## src/rtl/gpio_irq_pkg.sv

```systemverilog
package gpio_irq_pkg;
  localparam int DW    = 8;
  localparam int NPORT = 3;

  typedef enum logic [1:0] { PORT_A = 2'd0, PORT_B = 2'd1, PORT_F = 2'd2 } port_e;

  typedef logic [NPORT-1:0][DW-1:0] port_vec_t;

  // byte addresses per port, index order A, B, F
  localparam logic [7:0] OFF_TRIG [NPORT] = '{8'h90, 8'hAC, 8'h4C};
  localparam logic [7:0] OFF_POL  [NPORT] = '{8'h94, 8'hB0, 8'h50};
  localparam logic [7:0] OFF_EOI  [NPORT] = '{8'h98, 8'hB4, 8'h54};
  localparam logic [7:0] OFF_EN   [NPORT] = '{8'h9C, 8'hB8, 8'h58};
  localparam logic [7:0] OFF_DB   [NPORT] = '{8'hA8, 8'hC4, 8'h64};
  localparam logic [7:0] OFF_STAT [NPORT] = '{8'hA0, 8'hBC, 8'h5C};
endpackage

```

## src/rtl/gpio_pin_filter.sv

```systemverilog
module gpio_pin_filter #(
  parameter int DB_TICKS = 4
) (
  input  logic clk,
  input  logic rst_n,
  input  logic tick_en,
  input  logic pin_raw,
  input  logic db_en,
  output logic level
);
  localparam int CW = $clog2(DB_TICKS + 1);

  logic          sync1_q, sync2_q;
  logic          stable_q;
  logic [CW-1:0] cnt_q;

  always_ff @(posedge clk or negedge rst_n) begin
    if (!rst_n) begin
      sync1_q  <= 1'b0;
      sync2_q  <= 1'b0;
      stable_q <= 1'b0;
      cnt_q    <= '0;
    end else begin
      sync1_q <= pin_raw;
      sync2_q <= sync1_q;
      if (!db_en) begin
        // track the raw sample so enabling the filter causes no jump
        stable_q <= sync2_q;
        cnt_q    <= '0;
      end else if (tick_en) begin
        if (sync2_q == stable_q) begin
          cnt_q <= '0;
        end else if (cnt_q == CW'(DB_TICKS - 1)) begin
          stable_q <= sync2_q;
          cnt_q    <= '0;
        end else begin
          cnt_q <= cnt_q + 1'b1;
        end
      end
    end
  end

  assign level = db_en ? stable_q : sync2_q;
endmodule

```

## src/rtl/gpio_irq_port.sv

```systemverilog
module gpio_irq_port #(
  parameter int W        = 8,
  parameter int DB_TICKS = 4
) (
  input  logic         clk,
  input  logic         rst_n,
  input  logic         tick_en,
  input  logic [W-1:0] pin_in,
  input  logic         wr_trig,
  input  logic         wr_pol,
  input  logic         wr_eoi,
  input  logic         wr_en,
  input  logic         wr_db,
  input  logic [W-1:0] wdata,
  output logic [W-1:0] trig_q,
  output logic [W-1:0] pol_q,
  output logic [W-1:0] en_q,
  output logic [W-1:0] db_q,
  output logic [W-1:0] stat
);
  logic [W-1:0] samp, prev_q, pend_q, pend_d;
  logic [W-1:0] rise, fall, edge_hit, eoi_clr, level_hit;

  for (genvar i = 0; i < W; i++) begin : g_pin
    gpio_pin_filter #(.DB_TICKS(DB_TICKS)) u_flt (
      .clk     (clk),
      .rst_n   (rst_n),
      .tick_en (tick_en),
      .pin_raw (pin_in[i]),
      .db_en   (db_q[i]),
      .level   (samp[i])
    );
  end

  always_ff @(posedge clk or negedge rst_n) begin
    if (!rst_n) begin
      trig_q <= '0;
      pol_q  <= '0;
      en_q   <= '0;
      db_q   <= '0;
    end else begin
      if (wr_trig) trig_q <= wdata;
      if (wr_pol)  pol_q  <= wdata;
      if (wr_en)   en_q   <= wdata;
      if (wr_db)   db_q   <= wdata;
    end
  end

  // transitions are taken on the unpolarised sample, so a polarity
  // write alone never looks like an edge
  always_comb begin
    rise      = samp & ~prev_q;
    fall      = ~samp & prev_q;
    edge_hit  = (pol_q & rise) | (~pol_q & fall);
    eoi_clr   = wr_eoi ? wdata : '0;
    pend_d    = en_q & trig_q & ((pend_q & ~eoi_clr) | edge_hit);
    level_hit = en_q & ~trig_q & ~(samp ^ pol_q);
  end

  always_ff @(posedge clk or negedge rst_n) begin
    if (!rst_n) begin
      prev_q <= '0;
      pend_q <= '0;
    end else begin
      prev_q <= samp;
      pend_q <= pend_d;
    end
  end

  assign stat = pend_q | level_hit;
endmodule

```

## src/rtl/gpio_irq_unit.sv

```systemverilog
module gpio_irq_unit
  import gpio_irq_pkg::*;
#(
  parameter int DB_TICKS = 4
) (
  input  logic          clk,
  input  logic          rst_n,
  input  logic          tick_en,
  input  logic [7:0]    reg_addr,
  input  logic          reg_wr,
  input  logic [DW-1:0] reg_wdata,
  output logic [DW-1:0] reg_rdata,
  input  logic [DW-1:0] pin_a,
  input  logic [DW-1:0] pin_b,
  input  logic [DW-1:0] pin_f,
  output logic          irq_ab,
  output logic [DW-1:0] irq_f
);
  port_vec_t            pins_v, trig_v, pol_v, en_v, db_v, stat_v;
  logic [NPORT-1:0]     port_wr_v;

  assign pins_v[PORT_A] = pin_a;
  assign pins_v[PORT_B] = pin_b;
  assign pins_v[PORT_F] = pin_f;

  for (genvar p = 0; p < NPORT; p++) begin : g_port
    logic hit_trig, hit_pol, hit_eoi, hit_en, hit_db;
    assign hit_trig = reg_wr && (reg_addr == OFF_TRIG[p]);
    assign hit_pol  = reg_wr && (reg_addr == OFF_POL[p]);
    assign hit_eoi  = reg_wr && (reg_addr == OFF_EOI[p]);
    assign hit_en   = reg_wr && (reg_addr == OFF_EN[p]);
    assign hit_db   = reg_wr && (reg_addr == OFF_DB[p]);
    assign port_wr_v[p] = hit_trig | hit_pol | hit_eoi | hit_en | hit_db;

    gpio_irq_port #(.W(DW), .DB_TICKS(DB_TICKS)) u_port (
      .clk     (clk),
      .rst_n   (rst_n),
      .tick_en (tick_en),
      .pin_in  (pins_v[p]),
      .wr_trig (hit_trig),
      .wr_pol  (hit_pol),
      .wr_eoi  (hit_eoi),
      .wr_en   (hit_en),
      .wr_db   (hit_db),
      .wdata   (reg_wdata),
      .trig_q  (trig_v[p]),
      .pol_q   (pol_v[p]),
      .en_q    (en_v[p]),
      .db_q    (db_v[p]),
      .stat    (stat_v[p])
    );
  end

  always_comb begin
    reg_rdata = '0;
    for (int p = 0; p < NPORT; p++) begin
      if (reg_addr == OFF_TRIG[p]) reg_rdata = trig_v[p];
      if (reg_addr == OFF_POL[p])  reg_rdata = pol_v[p];
      if (reg_addr == OFF_EN[p])   reg_rdata = en_v[p];
      if (reg_addr == OFF_DB[p])   reg_rdata = db_v[p];
      if (reg_addr == OFF_STAT[p]) reg_rdata = stat_v[p];
    end
  end

  assign irq_ab = (|stat_v[PORT_A]) | (|stat_v[PORT_B]);
  assign irq_f  = stat_v[PORT_F];
endmodule

```

## config.mk

```make
export PLATFORM = sky130hd
export DESIGN_NAME = gpio_irq_unit
export DESIGN_NICKNAME = d
export VERILOG_FILES = /design/src/rtl/gpio_irq_pkg.sv /design/src/rtl/gpio_pin_filter.sv /design/src/rtl/gpio_irq_port.sv /design/src/rtl/gpio_irq_unit.sv
export SDC_FILE = /design/constraint.sdc
export NUM_CORES = 1
export LEC_CHECK = 0
export BUFFER_PORTS_ARGS = -buffer_cell sky130_fd_sc_hd__buf_2
export CAP_MARGIN = 5
export CORE_ASPECT_RATIO = 0.9
export CORE_UTILIZATION = 67
export DETAILED_ROUTE_END_ITERATION = 7
export PLACE_DENSITY = 0.86
export SKIP_CTS_REPAIR_TIMING = 1
export SLEW_MARGIN = 20
export SYNTH_ARGS = -nofsm -noshare
export SYNTH_HDL_FRONTEND = slang
export SYNTH_HIERARCHICAL = 1
export SYNTH_SLANG_ARGS = --single-unit
```

## constraint.sdc

```tcl
create_clock -name clk -period 8.45 [get_ports clk]
set_input_delay 2.1125 -clock clk [delete_from_list [all_inputs] [get_ports clk]]
set_output_delay 2.1125 -clock clk [all_outputs]
set_load 0.02 [all_outputs]
```

[After elaboration in Yosys (flattened, before gate mapping)]
Index checks and enable logic that the tools add are counted.
W data, S select, Z words.
Word-level totals
  bits in registers: 288
  output and inout bits: 17
  bits of input ports: 44
  word-level logic and storage cells: 609
Cells by class
  bitwise gates (word level): 58
  reductions and logical operators: 41
  muxes and demuxes: 234
  eq/ne operators: 138
  add/subtract/negate cells: 24
Operators with widths (number)
  $mux W3: 96
  $and A8 B8 Y8: 27
  $mux W8: 18
  $ne A2 B2 Y1 const B: 72
  $not A8 Y8: 18
  $mux W1: 120
  $eq A8 B8 Y1 const B: 12
  $add A3 B1 Y3 const B: 24
  $eq A3 B2 Y1 const B: 24
  $or A8 B8 Y8: 9
  $reduce_and A3 Y1: 24
  $eq A8 B7 Y1 const B: 6
  $eq A1 B1 Y1: 24
  $xor A8 B8 Y8: 3
  $reduce_or A8 Y1: 2
  $logic_and A1 B1 Y1: 15
  $or A1 B1 Y1: 1

[Longest topological paths before layout]
  depth after elaboration: 16
  gate-level depth with buffers: 9
  depth with buffers taken out: 8

[Modules after synthesis]
The synthesis kept the hierarchy.
Modules (own cells, without submodules)
  gpio_irq_port: sequential area each 1201.2 um^2, cells each 148, instances 3, area each 2001.9 um^2
  gpio_pin_filter (g_port[0].u_port.g_pin[0].u_flt ...): sequential area each 150.1 um^2, cells each 19, instances 16, area each 267.8 um^2
  gpio_pin_filter (g_port[2].u_port.g_pin[0].u_flt ...): sequential area each 150.1 um^2, cells each 22, instances 8, area each 260.2 um^2
  gpio_irq_unit: sequential area each 0.0 um^2, cells each 278, instances 1, area each 1849.3 um^2

[Worst setup path before layout]
No wires, ideal clock.
  kind: input -> output
  from: input reg_addr[0]
  to: output reg_rdata[0]
  path buffers: 1
  arrival time: 3.704 ns
  stages on the path: 7
  slack: 2.634 ns
  data required time: 6.338 ns
  path through: buf_4 > or4b_4 > nor2_8 > a22o_4 > a221oi_2 > o221a_1 > o21ai_1
Between the ends
  word-level cells in the longest chain between the ends: 16
  elaborated cells between the ends (all ways): 30
  classes of those cells: eq/ne (15); mux (15)
RTL lines
  start, declared: line gpio_irq_unit.sv:9  | input logic [7:0] reg_addr,
  $eq A8 B8 Y1: line gpio_irq_unit.sv:57  | if (reg_addr == OFF_TRIG[p]) reg_rdata = trig_v[p];
  $mux W8: line gpio_irq_unit.sv:57
  $mux W8: line gpio_irq_unit.sv:58  | if (reg_addr == OFF_POL[p]) reg_rdata = pol_v[p];
  $mux W8: line gpio_irq_unit.sv:59  | if (reg_addr == OFF_EN[p]) reg_rdata = en_v[p];
  $mux W8: line gpio_irq_unit.sv:60  | if (reg_addr == OFF_DB[p]) reg_rdata = db_v[p];
  $mux W8: line gpio_irq_unit.sv:61  | if (reg_addr == OFF_STAT[p]) reg_rdata = stat_v[p];
  $mux W8: line gpio_irq_unit.sv:57
  $mux W8: line gpio_irq_unit.sv:58
  $mux W8: line gpio_irq_unit.sv:59
  $mux W8: line gpio_irq_unit.sv:60
  $mux W8: line gpio_irq_unit.sv:61
  $mux W8: line gpio_irq_unit.sv:57
  $mux W8: line gpio_irq_unit.sv:58
  $mux W8: line gpio_irq_unit.sv:59
  $mux W8: line gpio_irq_unit.sv:60
  $mux W8 *: line gpio_irq_unit.sv:61
  end, declared: line gpio_irq_unit.sv:12  | output logic [DW-1:0] reg_rdata,
Mark *: on every way between the ends. The rest lies on a longest branch, timed or not.

[Worst setup path after layout]
  from: input reg_addr[1]
  to: output reg_rdata[7]
The elaborated chain is that of the path after synthesis.

==> metrics.txt <==
# TYPE chip_impl_metric gauge
chip_impl_info{name="tritoncts",value="done"} 1
chip_impl_metric{name="place.detailed.hpwl",unit="um"} 22600
chip_impl_metric{name="pwr-share-comb",unit="%"} 7.7
chip_impl_metric{name="netSwitchingPower",unit="uW"} 721
chip_impl_metric{name="ant_nets",unit=""} 0
chip_impl_info{name="mostFrequentLayoutCell",value="sky130_fd_sc_hd__dfrtp_1"} 1
chip_impl_metric{name="flip_flop_count_of_the_largest_register_all_copies_and_words_added",unit=""} 72
chip_impl_info{name="root_buffer",value="sky130_fd_sc_hd__clkbuf_16"} 1
chip_impl_metric{name="power.share.switching",unit="%"} 23.6
chip_impl_metric{name="synthesized_instance_count",unit=""} 1202
chip_impl_info{name="cp_cell_sequence",value="buf_2 -> nor2_2 -> nand2_1 -> a21oi_1 -> o21ai_0 -> a311oi_1 -> a221o_1 -> buf_2"} 1
chip_impl_metric{name="timing_worst_slew_pin_value",unit="ns"} 1.11
chip_impl_metric{name="clock_sink_count",unit=""} 288
chip_impl_info{name="regMostFlops",value="g_port.u_port/g_pin.u_flt/cnt_q"} 1
chip_impl_metric{name="cts_buffer_depth",unit=""} 3
chip_impl_metric{name="finish.net_count",unit=""} 1330
chip_impl_metric{name="netlist_area",unit="mm2"} 0.0142
chip_impl_metric{name="die_height",unit="um"} 140
chip_impl_info{name="yosys_most_used_dff",value="sky130_fd_sc_hd__dfrtp_1"} 1
chip_impl_metric{name="timing.max_slew.rel_slack",unit="%"} 25.7
chip_impl_metric{name="dr_wl_met3",unit="um"} 1920
chip_impl_info{name="start_kind",value="primary input"} 1
chip_impl_metric{name="post_drt_wl_per_cell",unit="um"} 21.2
chip_impl_metric{name="clock_latency",unit="ns"} 0.55
chip_impl_metric{name="post-route-period-util",unit="%"} 78.3
chip_impl_metric{name="detail_route.drc_violations",unit=""} 0
chip_impl_metric{name="die_area",unit="mm2"} 0.0218
chip_impl_metric{name="syn-num-nets",unit=""} 1270
chip_impl_info{name="top_layer_used",value="met4"} 1
chip_impl_metric{name="num_rows",unit=""} 50
chip_impl_metric{name="area.growth.synth_to_final",unit="%"} 10.7
chip_impl_info{name="setup_repair_after_global_routing_missed_its_margin",value="false"} 1
chip_impl_metric{name="initial_cell_density_of_the_core",unit="%"} 68.3
chip_impl_info{name="hold_path_class",value="flop to flop"} 1
chip_impl_metric{name="hold-path-cell-count",unit=""} 0
chip_impl_metric{name="drt-initial-drc-count",unit=""} 931
chip_impl_metric{name="routed_wl",unit="um"} 33200
chip_impl_info{name="end_of_the_worst_register_to_register_path",value="g_port[2].u_port/pend_q[2]"} 1
chip_impl_metric{name="drive_above_1_share",unit="%"} 25.7
chip_impl_info{name="synthTopCellsByArea",value="sky130_fd_sc_hd__dfrtp_1 (51%), sky130_fd_sc_hd__mux2_2 (9.7%), sky130_fd_sc_hd__xnor2_1 (2.5%), sky130_fd_sc_hd__nand2_1 (2.3%), sky130_fd_sc_hd__o21ai_0 (2.1%)"} 1
chip_impl_metric{name="boundaryPins",unit=""} 61
chip_impl_metric{name="finalHoldViolations",unit=""} 0
chip_impl_metric{name="cts.clk_slew.worst_paths",unit="ns"} 0.06
chip_impl_metric{name="p_leak",unit="uW"} 0.00736
chip_impl_info{name="cp-end-kind",value="output port"} 1
chip_impl_metric{name="irDropWorstVdd",unit="mV"} 0.257
chip_impl_metric{name="critical_path.max_stage_delay",unit="ns"} 0.61
chip_impl_info{name="commonest_cells_after_routing_fill_and_taps_aside",value="sky130_fd_sc_hd__dfrtp_1 (288), sky130_fd_sc_hd__mux2_2 (123), sky130_fd_sc_hd__nand2_1 (87)"} 1
chip_impl_metric{name="power_per_cell_area",unit="mW/mm2"} 194
chip_impl_metric{name="grt_pass1_vias",unit=""} 9950
chip_impl_metric{name="postSynth.asyncResetShare",unit="%"} 100
chip_impl_metric{name="global_route_overflow",unit=""} 0
chip_impl_metric{name="final.setup.tns",unit="ns"} 0
chip_impl_metric{name="synth-seq-area-share",unit="%"} 50.7
chip_impl_metric{name="layout_min_cycle_time",unit="ns"} 6.62
chip_impl_metric{name="worstPathArrival",unit="ns"} 4.51
chip_impl_metric{name="ff2ff_path_depth",unit=""} 3
chip_impl_info{name="cpMostUsedCell",value="sky130_fd_sc_hd__buf_2"} 1
chip_impl_metric{name="vias",unit=""} 9992
chip_impl_metric{name="grt_first_pass_wirelength",unit="um"} 53000
chip_impl_metric{name="route.met2.wl",unit="um"} 15600
chip_impl_metric{name="timing.final.max_slew_violations",unit=""} 0
chip_impl_info{name="timing.hold.worst_endpoint",value="g_port[0].u_port/g_pin[6].u_flt/sync2_q"} 1
chip_impl_metric{name="portBuffers",unit=""} 60
chip_impl_info{name="timing.critical_path.slowest_stage_cell",value="sky130_fd_sc_hd__nor2_2"} 1
chip_impl_metric{name="r2r_setup_slack",unit="ns"} 6.81
chip_impl_info{name="status",value="finished clean"} 1
chip_impl_metric{name="die_span_in_x",unit="um"} 156
chip_impl_metric{name="ys_ff_latch",unit=""} 288
chip_impl_metric{name="maximum_operating_frequency",unit="GHz"} 0.151
chip_impl_info{name="synth_area_leader_cell",value="sky130_fd_sc_hd__dfrtp_1"} 1
chip_impl_metric{name="path_max_fanout",unit=""} 17
chip_impl_metric{name="design.core.area",unit="mm2"} 0.0208
chip_impl_metric{name="worst_slack_at_placement",unit="ns"} 1.91
chip_impl_metric{name="largest_net_degree_at_the_start_of_global_routing",unit=""} 156
chip_impl_metric{name="p_clk_share",unit="%"} 43.6
chip_impl_metric{name="post-route-worst-setup-slack",unit="ns"} 1.83
chip_impl_metric{name="wl_met1",unit="um"} 14500
chip_impl_metric{name="num-fill-cells",unit=""} 1344
chip_impl_metric{name="antenna_found_initial",unit=""} 0
chip_impl_metric{name="total_cts_buffers",unit=""} 28
chip_impl_metric{name="gp_congestion",unit=""} 0.965
chip_impl_metric{name="drt-vias-per-instance",unit=""} 6.38
chip_impl_metric{name="grt_util_all_layers",unit="%"} 31.3
chip_impl_metric{name="synth_largest_type_area_fraction",unit="%"} 50.7
chip_impl_info{name="critical_path_class",value="primary input to output port"} 1
chip_impl_metric{name="setup_viol",unit=""} 0
chip_impl_metric{name="required",unit="ns"} 6.34
chip_impl_metric{name="antenna-diode-count",unit=""} 0
chip_impl_metric{name="cellInternalPower",unit="uW"} 2330
chip_impl_info{name="worstReg2RegStart",value="g_port[2].u_port/db_q[2]"} 1
chip_impl_metric{name="cts_htree_levels",unit=""} 1
chip_impl_metric{name="synthDistinctLibCells",unit=""} 82
chip_impl_metric{name="cap_violations",unit=""} 0
chip_impl_metric{name="drtPass1Iterations",unit=""} 5
chip_impl_metric{name="synth_enable_flop_cells",unit=""} 0
chip_impl_metric{name="synth_warnings",unit=""} 6
chip_impl_metric{name="syn-mean-instance-area",unit="um2"} 11.8
chip_impl_info{name="timing.hold.worst.start",value="g_port[0].u_port/g_pin[6].u_flt/sync1_q"} 1
chip_impl_metric{name="finClkSkew",unit="ns"} 0.0169
chip_impl_metric{name="sequentialPowerShare",unit="%"} 48.7
[critical path, delay by kind of cell]
family	cells	cell delay (ns)
AOI/OAI and AO/OA	4	1.07
and+or+nand+nor	2	0.99
buffers and inverters	2	0.32
[worst max path at each step]
stage,from,endpoint,slack [ns],depth (start not counted)
floorplan,reg_addr[0],reg_rdata[0],2.63,7
global placement,reg_addr[1],reg_rdata[2],1.89,8
detailed placement,reg_addr[1],reg_rdata[2],1.91,8
CTS,reg_addr[1],reg_rdata[2],1.91,8
global route,reg_addr[3],reg_rdata[7],1.70,8
finish,reg_addr[1],reg_rdata[7],1.83,8
[routing by layer]
layer	vias up	GRT usage [%]
met3	74	4.52
met4	0	11.5
met2	338	50.6
met5	-	0
li1	4581	-
met1	4999	43.4
[through the flow]
| stage | power, uW | std cells | util, % | hold slack [ns] | area, um2 |
|---|---|---|---|---|---|
| after detailed placement | 1740 | 1517 | 70.7 | 0.335 | 14700 |
| after global placement | 1730 | 1517 | 70.7 | 0.332 | 14700 |
| after global routing | 3170 | 1567 | 75.6 | 0.354 | 15700 |
| after floorplan | 1640 | 1202 | - | 0.331 | 14200 |
| after CTS | 3080 | 1566 | 75.4 | 0.348 | 15700 |
| final | 3060 | 1567 | 75.6 | 0.348 | 15700 |
[logic make-up (layout without fill, tap and decap cells)]
kind of cell	count (synthesis)	after routing	synth area share [%]
AO/OA/AOI/OAI	303	303	15.4
XOR/XNOR	48	48	2.96
adder cells (fa/ha/maj)	24	24	2.11
buffers and inverters	73	152	2.42
flip-flops	288	288	50.7
multiplexers	143	143	11.3
AND/OR/NAND/NOR	323	323	15.2
[power groups by stage]
stage               Combinational, uW  Clock [uW]  Sequential (uW)
finish                            235        1330             1490
global route                      258        1420             1500
CTS                               233        1360             1490
detailed placement                231           0             1510
global placement                  224           0             1510
floorplan                         147           0             1490
[cells in the mapped netlist, drive strengths merged, types with 5 or more instances]
library cell    n
xnor2          40
ha             24
mux2          139
nor2b          36
a21oi          38
o211ai          6
a21boi         58
o311a          24
o22ai          13
nor4            5
nor3           23
a22o           21
dfrtp         288
and4bb          5
o21ai          75
and3           23
inv            39
clkbuf          6
nand2b         18
nor3b          25
a31o           24
nor2           35
xor2            8
buf            28
nand2          87
nand3          13
and3b          24
nand4b         10
a22oi           5
[cell type report]
type                    instances  area, um2  area share (%)
flip-flops and latches        288       7210            45.8
multi-input cells             841       6670            42.4
clock buffers                  33        739            4.70
repair buffers                 64        373            2.37
inverters                      39        146           0.930
clock inverters                16        250            1.59
well taps                     286        358            2.27
(Power assumes the default switching activity.)
